$ cat config.mk
export PLATFORM = sky130hd
export DESIGN_NAME = frac_tick_gen
export DESIGN_NICKNAME = d
export VERILOG_FILES = /design/src/rtl/frac_tick_pkg.sv /design/src/rtl/frac_tick_cfg_hold.sv /design/src/rtl/frac_tick_period.sv /design/src/rtl/frac_tick_phase.sv /design/src/rtl/frac_tick_gen.sv
export SDC_FILE = /design/constraint.sdc
export NUM_CORES = 1
export LEC_CHECK = 0
export BUFFER_PORTS_ARGS = -buffer_cell sky130_fd_sc_hd__buf_2
export CAP_MARGIN = 20
export CORE_ASPECT_RATIO = 0.75
export CORE_MARGIN = 2
export CORE_UTILIZATION = 30
export DETAILED_ROUTE_END_ITERATION = 8
export SLEW_MARGIN = 20
export SYNTH_ARGS = -nofsm -noshare
export SYNTH_HDL_FRONTEND = slang
export SYNTH_SLANG_ARGS = --single-unit
$ cat constraint.sdc
create_clock -name clk -period 7.6 [get_ports clk]
set_input_delay 1.52 -clock clk [delete_from_list [all_inputs] [get_ports clk]]
set_output_delay 1.52 -clock clk [all_outputs]
set_load 0.005 [all_outputs]
$ cat src/rtl/frac_tick_pkg.sv
package frac_tick_pkg;

  typedef enum logic {
    FD_PH_A = 1'b0,
    FD_PH_B = 1'b1
  } fd_phase_e;

  // True when a count of cnt has reached the last step of a span of lim.
  // Spans of 0 and 1 are both treated as a single step.
  function automatic logic fd_reached(input logic [31:0] cnt, input logic [31:0] lim);
    return (cnt + 32'd1) >= lim;
  endfunction

  // Phase with which a sequence starts: the first phase is skipped when its count is 0.
  function automatic fd_phase_e fd_start_phase(input logic [31:0] reps_first);
    return (reps_first == 32'd0) ? FD_PH_B : FD_PH_A;
  endfunction

endpackage

$ cat src/rtl/frac_tick_cfg_hold.sv
module frac_tick_cfg_hold #(
  parameter int DIV_W     = 12,
  parameter int REP_W     = 4,
  parameter int DEF_DIV_A = 733,
  parameter int DEF_DIV_B = 732,
  parameter int DEF_REP_A = 2,
  parameter int DEF_REP_B = 3
) (
  input  logic             clk,
  input  logic             rst_n,
  input  logic             load,
  input  logic [DIV_W-1:0] div_a_in,
  input  logic [DIV_W-1:0] div_b_in,
  input  logic [REP_W-1:0] rep_a_in,
  input  logic [REP_W-1:0] rep_b_in,
  output logic [DIV_W-1:0] div_a_q,
  output logic [DIV_W-1:0] div_b_q,
  output logic [REP_W-1:0] rep_a_q,
  output logic [REP_W-1:0] rep_b_q
);

  always_ff @(posedge clk) begin
    if (!rst_n) begin
      div_a_q <= DIV_W'(DEF_DIV_A);
      div_b_q <= DIV_W'(DEF_DIV_B);
      rep_a_q <= REP_W'(DEF_REP_A);
      rep_b_q <= REP_W'(DEF_REP_B);
    end else if (load) begin
      div_a_q <= div_a_in;
      div_b_q <= div_b_in;
      rep_a_q <= rep_a_in;
      rep_b_q <= rep_b_in;
    end
  end

endmodule

$ cat src/rtl/frac_tick_period.sv
module frac_tick_period
  import frac_tick_pkg::*;
#(
  parameter int DIV_W = 12
) (
  input  logic             clk,
  input  logic             rst_n,
  input  logic             active,
  input  logic [DIV_W-1:0] divisor,
  output logic             tick,
  output logic [DIV_W-1:0] count
);

  localparam logic [DIV_W-1:0] ONE = DIV_W'(1);

  assign tick = active && fd_reached(32'(count), 32'(divisor));

  always_ff @(posedge clk) begin
    if (!rst_n) begin
      count <= '0;
    end else if (!active || tick) begin
      count <= '0;
    end else begin
      count <= count + ONE;
    end
  end

endmodule

$ cat src/rtl/frac_tick_phase.sv
module frac_tick_phase
  import frac_tick_pkg::*;
#(
  parameter int REP_W     = 4,
  parameter int DEF_REP_A = 2
) (
  input  logic             clk,
  input  logic             rst_n,
  input  logic             active,
  input  logic             tick,
  input  logic [REP_W-1:0] lim_a,
  input  logic [REP_W-1:0] lim_b,
  input  logic [REP_W-1:0] next_lim_a,
  output fd_phase_e        phase,
  output logic [REP_W-1:0] reps,
  output logic             seq_end
);

  localparam logic [REP_W-1:0] ONE = REP_W'(1);

  logic last_a;
  logic last_b;

  assign last_a  = fd_reached(32'(reps), 32'(lim_a));
  assign last_b  = fd_reached(32'(reps), 32'(lim_b));
  assign seq_end = active && tick &&
                   ((phase == FD_PH_B) ? last_b : (last_a && (lim_b == '0)));

  always_ff @(posedge clk) begin
    if (!rst_n) begin
      phase <= fd_start_phase(32'(DEF_REP_A));
      reps  <= '0;
    end else if (!active || seq_end) begin
      phase <= fd_start_phase(32'(next_lim_a));
      reps  <= '0;
    end else if (tick) begin
      if (phase == FD_PH_A && last_a) begin
        phase <= FD_PH_B;
        reps  <= '0;
      end else begin
        reps <= reps + ONE;
      end
    end
  end

endmodule

$ cat src/rtl/frac_tick_gen.sv
module frac_tick_gen
  import frac_tick_pkg::*;
#(
  parameter int DIV_W     = 12,
  parameter int REP_W     = 4,
  parameter int DEF_DIV_A = 733,
  parameter int DEF_DIV_B = 732,
  parameter int DEF_REP_A = 2,
  parameter int DEF_REP_B = 3,
  parameter bit REG_OUT   = 1'b1
) (
  input  logic             clk,
  input  logic             rst_n,
  input  logic             gate_en,
  input  logic             out_en,
  input  logic             use_derived,
  input  logic             slow_tick,
  input  logic [DIV_W-1:0] div_a,
  input  logic [DIV_W-1:0] div_b,
  input  logic [REP_W-1:0] rep_a,
  input  logic [REP_W-1:0] rep_b,
  output logic             tick_out
);

  logic [DIV_W-1:0] div_a_q;
  logic [DIV_W-1:0] div_b_q;
  logic [REP_W-1:0] rep_a_q;
  logic [REP_W-1:0] rep_b_q;
  logic             run_req;
  logic             has_reps;
  logic             active;
  logic             cfg_load;
  logic             seq_end;
  logic             div_tick;
  logic [DIV_W-1:0] pcnt;
  logic [DIV_W-1:0] divisor;
  logic [REP_W-1:0] reps;
  fd_phase_e        phase;
  logic             sel_tick;

  assign run_req  = gate_en && out_en;
  assign has_reps = (rep_a_q != '0) || (rep_b_q != '0);
  assign active   = run_req && has_reps;
  assign cfg_load = !active || seq_end;
  assign divisor  = (phase == FD_PH_B) ? div_b_q : div_a_q;
  assign sel_tick = use_derived ? div_tick : slow_tick;

  frac_tick_cfg_hold #(
    .DIV_W(DIV_W), .REP_W(REP_W),
    .DEF_DIV_A(DEF_DIV_A), .DEF_DIV_B(DEF_DIV_B),
    .DEF_REP_A(DEF_REP_A), .DEF_REP_B(DEF_REP_B)
  ) u_cfg (
    .clk(clk), .rst_n(rst_n), .load(cfg_load),
    .div_a_in(div_a), .div_b_in(div_b), .rep_a_in(rep_a), .rep_b_in(rep_b),
    .div_a_q(div_a_q), .div_b_q(div_b_q), .rep_a_q(rep_a_q), .rep_b_q(rep_b_q)
  );

  frac_tick_period #(.DIV_W(DIV_W)) u_period (
    .clk(clk), .rst_n(rst_n), .active(active), .divisor(divisor),
    .tick(div_tick), .count(pcnt)
  );

  frac_tick_phase #(.REP_W(REP_W), .DEF_REP_A(DEF_REP_A)) u_phase (
    .clk(clk), .rst_n(rst_n), .active(active), .tick(div_tick),
    .lim_a(rep_a_q), .lim_b(rep_b_q), .next_lim_a(rep_a),
    .phase(phase), .reps(reps), .seq_end(seq_end)
  );

  generate
    if (REG_OUT) begin : g_reg_out
      logic tick_q;
      always_ff @(posedge clk) begin
        if (!rst_n) tick_q <= 1'b0;
        else        tick_q <= sel_tick;
      end
      assign tick_out = tick_q;
    end else begin : g_comb_out
      assign tick_out = sel_tick && rst_n;
    end
  endgenerate

endmodule

# Word level (Yosys, flattened, before mapping)
# Cells that the tools add are included.
[classes]
magnitude_cmp = 3
n_mux = 8
bitwise = 2
reduce_logical = 20
add_sub_neg = 4
[ops]
columns = ["operator", "n"]
rows = [
  ["32-bit by 12-bit >= comparator with 1-bit output", 1],
  ["32-bit by 4-bit >= comparator with 1-bit output", 1],
  ["12-bit by 1-bit adder with 13-bit output, second input constant", 1],
  ["12-bit by 1-bit adder with 12-bit output, second input constant", 1],
  ["12-bit 2-to-1 mux", 1],
  ["4-bit logical NOT", 2],
  ["4-bit nonzero test", 2],
  ["1-bit logical AND", 7],
  ["1-bit 2-to-1 mux", 6],
  ["4-bit by 1-bit adder with 5-bit output, second input constant", 1],
  ["5-bit by 4-bit >= comparator with 1-bit output", 1],
  ["4-bit by 1-bit adder with 4-bit output, second input constant", 1],
  ["4-bit 2-to-1 mux", 1],
  ["2-bit nonzero test", 2],
  ["2-bit OR reduction", 2],
  ["1-bit logical OR", 3],
  ["1-bit inverter", 2],
  ["2-bit AND reduction", 1],
  ["1-bit logical NOT", 1],
]
[word_totals]
inputBits = 38
out_inout_bits = 1
regBits = 50
word_cells = 45

# Depth between registers and ports, before layout
[logic_depth]
word_depth = 9
ltp_mapped = 14
mapped_depth_nobuf = 12

# Hierarchy
# From an unflattened synthesis, not the netlist that was laid out.
[hier_totals]
hier_cells = 288
area_unflattened_um2 = 2872.8
[by_module_without_submodules]
columns = ["module", "cells_each", "area_per_inst_um2", "seq_area_each_um2", "instances"]
rows = [
  ["frac_tick_cfg_hold", 103, 1194.9, 640.6, 1],
  ["frac_tick_period", 98, 870.8, 240.2, 1],
  ["frac_tick_phase", 66, 594.3, 100.1, 1],
  ["frac_tick_gen", 21, 212.7, 20.0, 1],
]

# Least setup slack after synthesis
# No wires, ideal clock.
[synth_path]
path_kind = "reg2reg"
from = "register u_period.count[0]"
to = "register u_cfg.div_a_q[0]"
path_slack_ns = 4.718
path_buffers = 2
arrival_ns = 2.763
t_required_ns = 7.480
setup_ns = 0.120
stages_incl_launch_ff = 15
period_less_slack_ns = 2.882
cell_sequence = "dfxtp_1 -> ha_1 -> and3_1 -> and2_1 -> nand3_1 -> xnor2_1 -> ha_1 -> o211a_1 -> o211ai_1 -> o31ai_1 -> nor2_1 -> a21o_1 -> buf_6 -> buf_6 -> a211o_1"
[synth_between]
elab_chain_len = 6
[synth_rtl]
columns = ["element", "line_no", "text"]
rows = [
  ["start: declaration", "frac_tick_period.sv:11", "output logic [DIV_W-1:0] count"],
  ["start signal: assignment", "frac_tick_period.sv:24", "count <= count + ONE;"],
  ["12-bit by 1-bit adder with 13-bit output", "frac_tick_pkg.sv:11", "return (cnt + 32'd1) >= lim;"],
  ["32-bit by 12-bit >= comparator with 1-bit output", "frac_tick_pkg.sv:11", ""],
  ["1-bit logical AND", "frac_tick_period.sv:16", "assign tick = active && fd_reached(32'(count), 32'(divisor));"],
  ["1-bit logical AND (2 in a row)", "frac_tick_phase.sv:26", "assign seq_end = active && tick &&"],
  ["1-bit logical OR", "frac_tick_gen.sv:44", "assign cfg_load = !active || seq_end;"],
  ["end signal: assignment", "frac_tick_cfg_hold.sv:24", "div_a_q <= DIV_W'(DEF_DIV_A);"],
  ["end signal: assignment", "frac_tick_cfg_hold.sv:29", "div_a_q <= div_a_in;"],
  ["end: declaration", "frac_tick_cfg_hold.sv:16", "output logic [DIV_W-1:0] div_a_q,"],
]
# Every way passes these cells.
# A chain may end at the register's enable or synchronous reset.

# Final worst setup path
[layout_path]
from = "register u_phase.reps[0]"
to = "register u_cfg.div_a_q[1]"
[layout_between]
elab_chain_len = 6
elab_cells_between_ends = 7
cone_classes = "add/sub (1); order compare (2); mux (1); reduce/logical (3)"
[layout_rtl]
columns = ["element", "line_no", "text"]
rows = [
  ["start: declaration", "frac_tick_phase.sv:15", "output logic [REP_W-1:0] reps,"],
  ["start signal: assignment", "frac_tick_phase.sv:41", "reps <= reps + ONE;"],
  ["4-bit by 1-bit adder with 5-bit output (*)", "frac_tick_pkg.sv:11", ""],
  ["parallel branches: the longest is 2 deep, another holds 32-bit by 4-bit >= comparator with 1-bit output", "-", ""],
  ["1-bit 2-to-1 mux (*)", "frac_tick_phase.sv:27", "((phase == FD_PH_B) ? last_b : (last_a && (lim_b == '0)));"],
  ["1-bit logical AND (*)", "frac_tick_phase.sv:26", ""],
  ["1-bit logical OR (*)", "frac_tick_gen.sv:44", ""],
]
# Mark *: on every way between the ends.

==> summary by stage <==
Outcome
The run finished with clean final reports.

Layout
The library cell used most frequently in the layout, excluding fill and tap cells, is sky130_fd_sc_hd__dfxtp_1. The finished cells cover 3250 um^2. Leaving out fill and tap cells, the most frequent cells in the layout are sky130_fd_sc_hd__dfxtp_1, sky130_fd_sc_hd__nand2_1, sky130_fd_sc_hd__buf_2, sky130_fd_sc_hd__mux2i_1, sky130_fd_sc_hd__inv_1. Compared with the post-synthesis result, the final layout area differs by 15.3%. The number of antenna diodes in the final layout is 0. After the flow finishes, the layout carries non-filler instances totaling 473.

The post-layout net count is 404. Fill cells in the final layout number 952. The fraction of final layout cells sized beyond drive strength 1 is 15.1%.

Timing
After layout, the worst path uses 49.3% of the clock period. The final critical delay including setup and external delays is 3.75 ns. The final hold violation count came to 0. The final max-slew violation count was 0. The peak clock frequency supported by timing is 267 MHz. In this run the tightest slew margin relative to its limit is 41.7%.

At the pin with the least slew margin, the transition time is 0.874 ns. The total negative slack for setup checks is 0 ns. Setup violations remaining at the end of the flow were counted as 0. The clock skew after layout is 0.00438 ns. Setup repair after global routing left no endpoint under its margin.

Die
The die covers 10200 um^2. The die span in y is 88.0 um. In this run the count of I/O pins placed on the die edge is 39. After floorplanning, the core was divided into 30 placement rows. From left edge to right edge, the die measures 116 um. The effective utilization at floorplan is 31.1%. The core region is 9080 um^2.

Critical path
The data arrival time at the worst-slack endpoint is 3.96 ns. The maximum net fanout on the critical path is 20. The launching element type of the critical path is a register. The endpoint of the lowest-slack register-to-register path is u_cfg.div_a_q[1].

For the worst flop-to-flop path, the logic depth is 11. The category of the most critical setup path is reg -> reg. In this run the worst setup path terminates at u_cfg.div_a_q[1]. Tracing the worst setup path back leads to its startpoint at u_phase.reps[0]. The critical register-to-register path startpoint is u_phase.reps[0]. The sort of element at the end of the critical path is a register. The reg2reg setup slack is 3.85 ns. At the worst endpoint, the required time is 7.82 ns.

Synthesis
The number of standard cells after synthesis is 315. The synthesized design contains 0 enable-type register cells. The average instance in the mapped netlist occupies 8.96 um^2.

In this run the cell area of the synthesized design comes to 2820 um^2. Counting flops with an async set or reset pin after synthesis yields a share of 0%. For this run, the leading register cell type out of synthesis is sky130_fd_sc_hd__dfxtp_1.

Yosys attributes the largest share of cell area to sky130_fd_sc_hd__dfxtp_1, sky130_fd_sc_hd__ha_1, sky130_fd_sc_hd__mux2i_1. During synthesis, Yosys emitted a total of 0 warnings. Sequential elements use 35.5% of the synthesized area.

The cell type with the highest aggregate area in the netlist is sky130_fd_sc_hd__dfxtp_1. The count of unique library cells instantiated by Yosys is 44. The fraction of post-synthesis cell area in the top cell type by area is 35.5%. The number of nets in the synthesized netlist is 375.

The synthesized design contains 50 register bits.

Global route
For this run the aggregate overflow at the end of global routing stands at 0. Entering global routing, the biggest net connects 40 pins. The wire length of the first global-routing pass is 10.6 mm.

The via count of the first global-routing pass was 2132. The combined global-route utilization of all metal layers is 13.2%. The initial antenna violation count came to 0.

CTS
The latest clock arrival within the worst-skew pair is 0.29 ns. The master cell of the clock root buffer is sky130_fd_sc_hd__clkbuf_16. Gates resized during post-CTS repair numbered 0. Counting along the longest clock path gives a buffer depth of 2.

The count of hold buffers inserted by post-cts repair is 0. The clock tree from TritonCTS is done. After clock tree synthesis, the setup repair step added 0 buffers. After clock tree synthesis, the clock-pin slew on the worst setup and hold paths is 0.07 ns.

For this design, the sink count on the clock tree is 50. The CTS H-tree depth is 2. The number of buffers created by CTS is 5.

Placement
The number of cells after detailed placement is 465. The number of buffers inserted by port buffering is 38. The post-place instance area is 3080 um^2.

The placer congestion estimate is 0.810. The HPWL after detailed placement is 4.75 mm.

Flow run
The tool flagged a number of max-cap violations equal to 0.

Route
The number of detailed-routing iterations run before antenna repair is 4. The final antenna-violating net count is 0. The number of vias per cell is 4.80. The count of unresolved DRC violations after routing is 0.

The via count is 2272. After detailed routing, the average wire length per cell comes to 13.3 um. The initial DRC count is 123. The routed design has 6.30 mm of wire.

Worst hold path
The class of the tightest hold or removal check is reg -> reg.

Power
The worst ir drop on vdd is 0.000103 V. The total power density per cell area is 189 nW/um^2. The leakage power is 1.47 nW.
[state kept, by name, indices dropped and copies added, names as in the netlist]
name	flops
u_phase.reps	4
tick_out	1
u_phase.phase	1
u_cfg.div_b_q	12
u_cfg.div_a_q	12
u_cfg.rep_b_q	4
u_cfg.rep_a_q	4
u_period.count	12
[kinds of logic after synthesis]
group                      Yosys count  share of synthesized area, %
xor gates and xnor gates            11                          3.41
and+or+nand+nor                     91                          15.9
adders and majority gates           22                          9.75
muxes                               28                          9.97
buffers and inverters               45                          7.36
DFF                                 50                          35.5
AOI/OAI and AO/OA                   68                          18.2
[report_power, final]
part / internal (W) / leakage [nW] / total, W / switching (W)
Sequential: 0.000277 / 0.411 / 0.000288 / 0.0000109
Combinational: 0.0000340 / 0.976 / 0.0000743 / 0.0000403
Clock: 0.000154 / 0.0836 / 0.000253 / 0.0000989
[routing by layer]
metal	track usage [%]	up-vias	wire [um]
met3	2.77	8	348
li1	-	1177	-
met5	0	-	0
met1	21.3	1035	3550
met4	2.92	0	48
met2	17.3	52	2350
[cell usage after synthesis, drive strengths merged (2+ instances only)]
cell type  instances
xor2               2
nand3              7
inv               26
and4               2
a31oi              4
dfxtp             50
nor2b             15
a21oi              8
clkbuf             8
buf               10
and3               3
o21ai              5
nor2               6
xnor2              9
a211oi            17
nor4               3
a21o               2
o211ai             4
nand2             41
a211o             17
and2               4
mux2i             27
or2                2
o211a              3
nand4              5
ha                22
[worst min-delay path by stage]
stage | cells after the start | slack, ns | startpoint | endpoint
2_1_floorplan | 1 | 0.43 | u_period.count[0] | u_period.count[0]
3_3_place_gp | 2 | 0.44 | u_cfg.div_b_q[0] | u_cfg.div_b_q[0]
3_5_place_dp | 1 | 0.45 | u_cfg.div_a_q[2] | u_cfg.div_a_q[2]
4_1_cts | 1 | 0.46 | u_cfg.div_a_q[2] | u_cfg.div_a_q[2]
5_1_grt | 1 | 0.48 | u_cfg.div_a_q[9] | u_cfg.div_a_q[9]
6_report | 2 | 0.46 | u_cfg.div_a_q[5] | u_cfg.div_a_q[5]
[layout make-up]
cell class	instances	area, um^2	area share, %
clock buffers	5	125	3.84
repair buffers	40	205	6.31
flip-flops and latches	50	1000	30.8
inverters	27	101	3.11
clock inverters	3	40.0	1.23
well taps	128	160	4.92
multi-input cells	220	1620	49.8
[worst max-delay path, cell delays in order (launching register included)]
cell                      delay, ns
sky130_fd_sc_hd__dfxtp_1       0.37
sky130_fd_sc_hd__ha_1          0.25
sky130_fd_sc_hd__nor2b_1       0.15
sky130_fd_sc_hd__or2_2         0.30
sky130_fd_sc_hd__ha_1          0.29
sky130_fd_sc_hd__a21oi_1       0.14
sky130_fd_sc_hd__o21ai_1       0.10
sky130_fd_sc_hd__a31oi_1       0.44
sky130_fd_sc_hd__o211a_1       0.56
sky130_fd_sc_hd__a21o_1        0.41
sky130_fd_sc_hd__buf_4         0.39
sky130_fd_sc_hd__mux2i_1       0.24
[through the flow]
stage / util (%) / hold WS [ns] / power, W / setup slack (ns)
floorplan: - / 0.429 / 0.000346 / 4.72
global placement: 33.9 / 0.442 / 0.000365 / 3.45
detailed placement: 33.9 / 0.449 / 0.000367 / 3.32
CTS: 35.7 / 0.465 / 0.000622 / 3.62
global route: 35.8 / 0.478 / 0.000645 / 3.47
finish: 35.8 / 0.461 / 0.000615 / 3.85
Power figures use the tool's default switching activity.
